[src/rtl/dram_refresh_pkg.sv]
// Shared types and constant helpers for the refresh scheduler.
// Assumes rows are 4096 (128 ms / 31.25 us) or 2048 (128 ms / 62.5 us).
package dram_refresh_pkg;

    typedef enum logic [2:0] {
        ST_IDLE,
        ST_ACCESS,
        ST_PRECH,
        ST_CAS_LEAD,
        ST_RAS_LOW,
        ST_SR_HOLD,
        ST_SR_EXIT
    } seq_state_t;

    // Number of rows to cover in one refresh period
    function automatic int rows_of(bit four_k);
        return four_k ? 4096 : 2048;
    endfunction

    // Per-row interval in nanoseconds for distributed refresh
    function automatic int row_ns(bit four_k);
        return four_k ? 31250 : 62500;
    endfunction

    // Width of the refresh debt counter (holds the full row count)
    function automatic int owed_w(bit four_k);
        return $clog2(rows_of(four_k) + 1);
    endfunction

endpackage

[src/rtl/rfsh_interval_timer.sv]
// Interval timer: pulses tick once every INTERVAL cycles while not held.
// Assumes INTERVAL >= 2. Hold clears the count so it restarts from zero.
module rfsh_interval_timer #(
    parameter int INTERVAL = 3906
) (
    input  logic clk,
    input  logic rst_n,
    input  logic hold,
    output logic tick
);
    localparam int CW = $clog2(INTERVAL);
    localparam logic [CW-1:0] LAST = CW'(INTERVAL - 1);

    logic [CW-1:0] cnt;

    assign tick = !hold && (cnt == LAST);

    // Count cycles, wrapping on each tick, cleared while held
    always_ff @(posedge clk) begin
        if (!rst_n || hold || tick) cnt <= '0;
        else                        cnt <= cnt + 1'b1;
    end
endmodule

[src/rtl/rfsh_debt_counter.sv]
// Refresh debt counter: +1 per timer tick, -1 per launched refresh.
// Clear (self-refresh entry) and load (burst-style exit) take priority.
module rfsh_debt_counter #(
    parameter int ROWS   = 4096,
    parameter int OWED_W = 13
) (
    input  logic              clk,
    input  logic              rst_n,
    input  logic              tick,
    input  logic              serve,
    input  logic              clear,
    input  logic              load,
    output logic [OWED_W-1:0] owed
);
    localparam logic [OWED_W-1:0] FULL     = {OWED_W{1'b1}};
    localparam logic [OWED_W-1:0] ROWS_VAL = OWED_W'(ROWS);

    // Track owed refreshes with saturation at both ends
    always_ff @(posedge clk) begin
        if (!rst_n || clear) begin
            owed <= '0;
        end else if (load) begin
            owed <= ROWS_VAL;
        end else begin
            unique case ({tick, serve && (owed != '0)})
                2'b10:   if (owed != FULL) owed <= owed + 1'b1;
                2'b01:   owed <= owed - 1'b1;
                default: owed <= owed;
            endcase
        end
    end
endmodule

[src/rtl/rfsh_strobe_seq.sv]
// Strobe sequencer: arbitrates refresh, access and sleep, and shapes
// the CBR, precharge and self-refresh entry/exit strobe sequences.
// Assumes all timing parameters >= 1 and MAX_POSTPONE >= 1.
module rfsh_strobe_seq
    import dram_refresh_pkg::*;
#(
    parameter int OWED_W       = 13,
    parameter int T_RP         = 3,
    parameter int T_CSR        = 2,
    parameter int T_RAS        = 5,
    parameter int T_SRE        = 13,
    parameter int T_RPS        = 14,
    parameter int MAX_POSTPONE = 2,
    parameter bit EXIT_BURST   = 1'b0
) (
    input  logic              clk,
    input  logic              rst_n,
    input  logic              acc_req,
    input  logic              acc_done,
    input  logic              sleep_req,
    input  logic [OWED_W-1:0] owed,
    output logic              acc_gnt,
    output logic              ras_n,
    output logic              cas_n,
    output logic              sr_active,
    output logic              serve,
    output logic              clear_debt,
    output logic              load_debt
);
    localparam int DMAX  = (T_RP > T_CSR ? T_RP : T_CSR) > (T_RAS > T_SRE ? T_RAS : T_SRE)
                         ? (T_RP > T_CSR ? T_RP : T_CSR) : (T_RAS > T_SRE ? T_RAS : T_SRE);
    localparam int DTOP  = DMAX > T_RPS ? DMAX : T_RPS;
    localparam int DW    = $clog2(DTOP + 1);
    localparam logic [DW-1:0] D_RP  = DW'(T_RP - 1);
    localparam logic [DW-1:0] D_CSR = DW'(T_CSR - 1);
    localparam logic [DW-1:0] D_RAS = DW'(T_RAS - 1);
    localparam logic [DW-1:0] D_SRE = DW'(T_SRE - 1);
    localparam logic [DW-1:0] D_RPS = DW'(T_RPS - 1);
    localparam logic [OWED_W-1:0] MAXP = OWED_W'(MAX_POSTPONE);

    seq_state_t      state;
    logic [DW-1:0]   dcnt;
    logic            sr_flag;
    logic            catchup;
    logic            refresh_go;
    logic            dur_done;

    assign dur_done   = (dcnt == '0);
    // Refresh wins at the postpone limit, when no access waits, or during catch-up
    assign refresh_go = (owed >= MAXP) || ((owed != '0) && (!acc_req || catchup));

    // Strobe and status outputs decoded from the registered state
    always_comb begin
        ras_n     = !(state == ST_RAS_LOW || state == ST_SR_HOLD);
        cas_n     = !(state == ST_CAS_LEAD || state == ST_RAS_LOW || state == ST_SR_HOLD);
        acc_gnt   = (state == ST_ACCESS);
        sr_active = (state == ST_SR_HOLD || state == ST_SR_EXIT);
    end

    // Debt control strobes toward the counter
    always_comb begin
        serve      = (state == ST_IDLE) && !sleep_req && refresh_go;
        clear_debt = (state == ST_RAS_LOW) && dur_done && sr_flag;
        load_debt  = EXIT_BURST && (state == ST_SR_EXIT) && dur_done;
    end

    // Sequence state, duration counter and mode flags
    always_ff @(posedge clk) begin
        if (!rst_n) begin
            state   <= ST_IDLE;
            dcnt    <= '0;
            sr_flag <= 1'b0;
            catchup <= 1'b0;
        end else begin
            if (load_debt)          catchup <= 1'b1;
            else if (owed == '0)    catchup <= 1'b0;
            unique case (state)
                ST_IDLE: begin
                    if (sleep_req) begin
                        state   <= ST_CAS_LEAD;
                        dcnt    <= D_CSR;
                        sr_flag <= 1'b1;
                    end else if (refresh_go) begin
                        state   <= ST_CAS_LEAD;
                        dcnt    <= D_CSR;
                        sr_flag <= 1'b0;
                    end else if (acc_req && !catchup) begin
                        state   <= ST_ACCESS;
                    end
                end
                ST_ACCESS: begin
                    if (acc_done) begin
                        state <= ST_PRECH;
                        dcnt  <= D_RP;
                    end
                end
                ST_PRECH: begin
                    if (dur_done) state <= ST_IDLE;
                    else          dcnt  <= dcnt - 1'b1;
                end
                ST_CAS_LEAD: begin
                    if (dur_done) begin
                        state <= ST_RAS_LOW;
                        dcnt  <= D_RAS;
                    end else begin
                        dcnt  <= dcnt - 1'b1;
                    end
                end
                ST_RAS_LOW: begin
                    if (dur_done) begin
                        state <= sr_flag ? ST_SR_HOLD : ST_PRECH;
                        dcnt  <= sr_flag ? D_SRE : D_RP;
                    end else begin
                        dcnt  <= dcnt - 1'b1;
                    end
                end
                ST_SR_HOLD: begin
                    if (!dur_done) begin
                        dcnt <= dcnt - 1'b1;
                    end else if (!sleep_req) begin
                        state <= ST_SR_EXIT;
                        dcnt  <= D_RPS;
                    end
                end
                ST_SR_EXIT: begin
                    if (dur_done) begin
                        state   <= ST_IDLE;
                        sr_flag <= 1'b0;
                    end else begin
                        dcnt    <= dcnt - 1'b1;
                    end
                end
                default: state <= ST_IDLE;
            endcase
        end
    end
endmodule

[src/rtl/dram_refresh_sched.sv]
// Top: distributed CBR refresh scheduler with self-refresh entry/exit.
// Assumes the access controller ends each access with acc_done and keeps
// accesses shorter than one row interval so debt stays bounded.
module dram_refresh_sched
    import dram_refresh_pkg::*;
#(
    parameter int CLK_MHZ      = 125,
    parameter bit ROWS_4K      = 1'b1,
    parameter int T_RP         = 3,
    parameter int T_CSR        = 2,
    parameter int T_RAS        = 5,
    parameter int T_SRE        = 13,
    parameter int T_RPS        = 14,
    parameter int MAX_POSTPONE = 2,
    parameter bit EXIT_BURST   = 1'b0
) (
    input  logic                        clk,
    input  logic                        rst_n,
    input  logic                        acc_req,
    input  logic                        acc_done,
    input  logic                        sleep_req,
    output logic                        acc_gnt,
    output logic                        ras_n,
    output logic                        cas_n,
    output logic                        sr_active,
    output logic [owed_w(ROWS_4K)-1:0]  owed
);
    localparam int ROWS     = rows_of(ROWS_4K);
    localparam int OWED_W   = owed_w(ROWS_4K);
    localparam int INTERVAL = row_ns(ROWS_4K) * CLK_MHZ / 1000;

    logic tick;
    logic serve;
    logic clear_debt;
    logic load_debt;

    rfsh_interval_timer #(.INTERVAL(INTERVAL)) u_timer (
        .clk   (clk),
        .rst_n (rst_n),
        .hold  (sr_active),
        .tick  (tick)
    );

    rfsh_debt_counter #(.ROWS(ROWS), .OWED_W(OWED_W)) u_debt (
        .clk   (clk),
        .rst_n (rst_n),
        .tick  (tick),
        .serve (serve),
        .clear (clear_debt),
        .load  (load_debt),
        .owed  (owed)
    );

    rfsh_strobe_seq #(
        .OWED_W       (OWED_W),
        .T_RP         (T_RP),
        .T_CSR        (T_CSR),
        .T_RAS        (T_RAS),
        .T_SRE        (T_SRE),
        .T_RPS        (T_RPS),
        .MAX_POSTPONE (MAX_POSTPONE),
        .EXIT_BURST   (EXIT_BURST)
    ) u_seq (
        .clk        (clk),
        .rst_n      (rst_n),
        .acc_req    (acc_req),
        .acc_done   (acc_done),
        .sleep_req  (sleep_req),
        .owed       (owed),
        .acc_gnt    (acc_gnt),
        .ras_n      (ras_n),
        .cas_n      (cas_n),
        .sr_active  (sr_active),
        .serve      (serve),
        .clear_debt (clear_debt),
        .load_debt  (load_debt)
    );
endmodule

[config.mk]
export PLATFORM = sky130hd
export DESIGN_NAME = dram_refresh_sched
export DESIGN_NICKNAME = d
export VERILOG_FILES = /design/src/rtl/dram_refresh_pkg.sv /design/src/rtl/rfsh_interval_timer.sv /design/src/rtl/rfsh_debt_counter.sv /design/src/rtl/rfsh_strobe_seq.sv /design/src/rtl/dram_refresh_sched.sv
export SDC_FILE = /design/constraint.sdc
export NUM_CORES = 1
export LEC_CHECK = 0
export BUFFER_PORTS_ARGS = -buffer_cell sky130_fd_sc_hd__buf_2
export CORE_ASPECT_RATIO = 2
export CORE_MARGIN = 4
export CORE_UTILIZATION = 35
export CTS_CLUSTER_DIAMETER = 50
export DETAILED_ROUTE_END_ITERATION = 6
export SLEW_MARGIN = 20
export SYNTH_ARGS = -nofsm -noshare
export SYNTH_HDL_FRONTEND = slang
export SYNTH_SLANG_ARGS = --single-unit
[constraint.sdc]
create_clock -name clk -period 4.5 [get_ports clk]
set_input_delay 0.675 -clock clk [delete_from_list [all_inputs] [get_ports clk]]
set_output_delay 0.675 -clock clk [all_outputs]
set_load 0.01 [all_outputs]
==> results.json <==
{
  "status": "complete, no violations",
  "postPlaceCellArea_sq_um": 2560,
  "ctsHtreeMaxLevel": 2,
  "cts_setup_buffers": 0,
  "syn_to_final_growth_pct": 14.7,
  "hold_viol_final": 0,
  "path_cells": "or4_1, or3_4, o211a_1, ha_1, nand3_1, o211ai_1, o211ai_1, nor4bb_1, or4_1, a21oi_1",
  "cp-startpoint": "u_timer.cnt[4]$_SDFF_PP0_",
  "drtAntennaViolNets": 0,
  "p_comb_share_pct": 37.3,
  "cp_num_cells": 10,
  "grt_usage_pct": 15.8,
  "via_per_inst": 5.47,
  "routedWlPerCell_um": 14.7,
  "die_x_um": 66.0,
  "intPower_w": 0.000690,
  "synth_area_sq_um": 2360,
  "grt_pass1_wl_um": 10000,
  "drive_gt1_share_pct": 12.0,
  "rows": 42,
  "finalNonFillerCells": 405,
  "hold_buffers": 0,
  "synth.top_cell.area_share_pct": 28.0,
  "start_util_pct": 35.9,
  "async_reset_ff_share_pct": 0,
  "root_buffer": "clkbuf_16",
  "regToRegSetupSlack_ps": 810,
  "critPathMaxFanout": 15,
  "fin_crit_sh_pct": 82.1,
  "syn_avg_cell_area_sq_um": 7.99,
  "seq_area_frac_synth_pct": 28.0,
  "slew_viol_final": 0,
  "synth_most_common_cell": "nor2_1",
  "setup_viol": 0,
  "drc": 0,
  "clk_pin_slew_ps": 60,
  "min_period_ps": 3690,
  "drv_cap": 0,
  "slowest_delay_ps": 530,
  "p_per_area_nw_per_um2": 404,
  "place.port_buffers": 21,
  "fin_worst_skew_ps": 6.98,
  "arrival_ps": 3900,
  "postRouteWirelength_um": 5970,
  "cts_resized": 0,
  "crit_buf_inv": 0,
  "worstMarginPinSlew_ps": 833,
  "final_area_sq_um": 2700,
  "max_freq_ghz": 0.271,
  "die_height_um": 124,
  "crit_type": "flip-flop to flip-flop",
  "hold_path.class": "flip-flop to flip-flop",
  "ir_drop_uv": 225,
  "cp-start-kind": "flip-flop",
  "slowest_stage": "or4_1",
  "ys.flop_type": "dfxtp_1",
  "seq_power_share_pct": 32.0,
  "core_sq_um": 6570,
  "synth_edf_count": 0,
  "swShare_pct": 36.8,
  "drtIter0Drc": 160,
  "dp_cells": 397,
  "antenna_found_initial": 0,
  "leakagePower_nw": 1.14,
  "grt_max_degree": 21,
  "critPathTopFamily": "simple AND/OR/NAND/NOR gates",
  "vias": 2217,
  "tns_ps": 0,
  "syn_inst": 295,
  "worstReg2RegStart": "u_timer.cnt[4]$_SDFF_PP0_",
  "layout.nets": 336,
  "cts.sinks": 33,
  "crit_path_end": "u_debt.owed[11]$_SDFFE_PP0P_",
  "first_global_vias": 2157,
  "end_kind": "flip-flop",
  "timing.rr.end": "u_debt.owed[11]$_SDFFE_PP0P_",
  "synthTopCellsByCount": "nor2_1, dfxtp_1, nand2_1",
  "required_ps": 4710,
  "synth.distinct_cells": 54,
  "synth_nets": 315,
  "rsz0062_at_grt": "false",
  "cts_tree": "built",
  "numCtsBuffers": 5,
  "r2r_cells": 10,
  "pwr-share-clk_pct": 30.7,
  "synth_area_leader_cell": "dfxtp_1",
  "dieArea_sq_um": 8190,
  "pin_count": 22,
  "n_antenna_cell": 0,
  "worst_slew_margin_rel_pct": 44.4,
  "firstDrtPassIters": 4,
  "clk_latency_ps": 280,
  "gp_congestion": 0.803,
  "ys_warn_count": 0,
  "overflow": 0,
  "clk_path_buf_depth": 2,
  "ys_seq_elements": 33,
  "p_sw_w": 0.000401,
  "dpl.hpwl_um": 4450,
  "synthTopCellsByArea": "dfxtp_1, ha_1, nor2_1"
}
layer usage:
metal  part of all wire, %  vias to the layer above  wire length (um)  global-route usage, %
met2                    54                       38              3220                   29.6
met4                   2.8                        0               168                   7.51
met3                   4.1                       12               244                   3.34
met5                     0                        -                 0                      0
li1                      -                     1119                 -                      -
met1                    39                     1048              2340                   16.0
metrics by stage:
stage	util, %	setup slack, ps	total power, W	hold slack [ps]
finish	41.2	808	0.00109	483
global placement	39.0	873	0.000754	472
floorplan	-	1020	0.000662	441
global route	41.2	599	0.00116	513
detailed placement	39.0	817	0.000756	477
CTS	41.1	801	0.00110	490
placed cells by master, fill, tap and decap left out, types with 2 or more instances in the layout:
master     instances
o22ai_1            2
nand3_1            9
clkinv_2           2
a31oi_1            4
a211oi_1           2
dfxtp_1           33
inv_1             14
a21boi_0           5
nor2b_1           10
nand3b_1           3
a221oi_1           2
nand4_1            5
and3_1             6
buf_2             21
a22oi_1            5
xor2_1             6
xnor2_1           12
o211ai_1           4
a21o_1             7
mux2i_1           11
a21oi_1           19
nor4_1             5
buf_4              4
nand2b_1           2
ha_1              14
nor3_1             9
or3_1              4
nand2_1           20
a22o_1             3
and2_1             2
o21a_1             2
clkbuf_16          5
o21ai_0            8
nor2_1            34
or4_1              2
cell families (layout without fill, tap and decap cells):
group,count (synthesis),after routing,share of synthesized area (%)
muxes,12,12,5.15
adders and majority gates,15,15,8.28
AOI/OAI and AO/OA,75,75,22.6
buffers and inverters,25,47,4.03
and+or+nand+nor,117,117,25.3
xor gates and xnor gates,18,18,6.69
DFF,33,33,28.0
power groups by stage:
stage / Clock (W) / Sequential [W] / Combinational [W]
final: 0.000335 / 0.000349 / 0.000408
after global routing: 0.000356 / 0.000355 / 0.000449
after CTS: 0.000347 / 0.000349 / 0.000404
after detailed placement: 0 / 0.000355 / 0.000401
after global placement: 0 / 0.000354 / 0.000400
after floorplan: 0 / 0.000338 / 0.000324
flip-flops by register name, summed over array words and instances, names as in the netlist:
register and count:
u_debt.owed 13, u_seq.state 3, u_seq.sr_flag 1, u_seq.dcnt 4, u_timer.cnt 12
final cells by class:
type / instances / area [sq um]
Fill cell: 674 / 3860
Multi-Input combinational cell: 237 / 1610
Timing Repair Buffer: 25 / 135
Sequential cell: 33 / 661
Inverter: 14 / 52.6
Tap cell: 88 / 110
Clock inverter: 2 / 10.0
Clock buffer: 6 / 129
worst min-delay path by stage:
stage	start	end	slack, ps	depth (start not counted)
floorplan	u_timer.cnt[0]$_SDFF_PP0_	u_timer.cnt[0]$_SDFF_PP0_	440	1
global placement	u_timer.cnt[0]$_SDFF_PP0_	u_timer.cnt[0]$_SDFF_PP0_	470	1
detailed placement	u_timer.cnt[0]$_SDFF_PP0_	u_timer.cnt[0]$_SDFF_PP0_	480	1
CTS	u_timer.cnt[0]$_SDFF_PP0_	u_timer.cnt[0]$_SDFF_PP0_	490	1
global route	u_timer.cnt[0]$_SDFF_PP0_	u_timer.cnt[0]$_SDFF_PP0_	510	1
finish	u_timer.cnt[0]$_SDFF_PP0_	u_timer.cnt[0]$_SDFF_PP0_	480	1
worst register-to-register path: cells and delay by family (launching register included):
family / cells / cell delay, ps
AND/OR/NAND/NOR: 5 / 1760
AO/OA/AOI/OAI: 4 / 1050
flip-flops: 1 / 330
adder cells (fa/ha/maj): 1 / 480
Note: power is estimated with default switching activity, not from simulation.
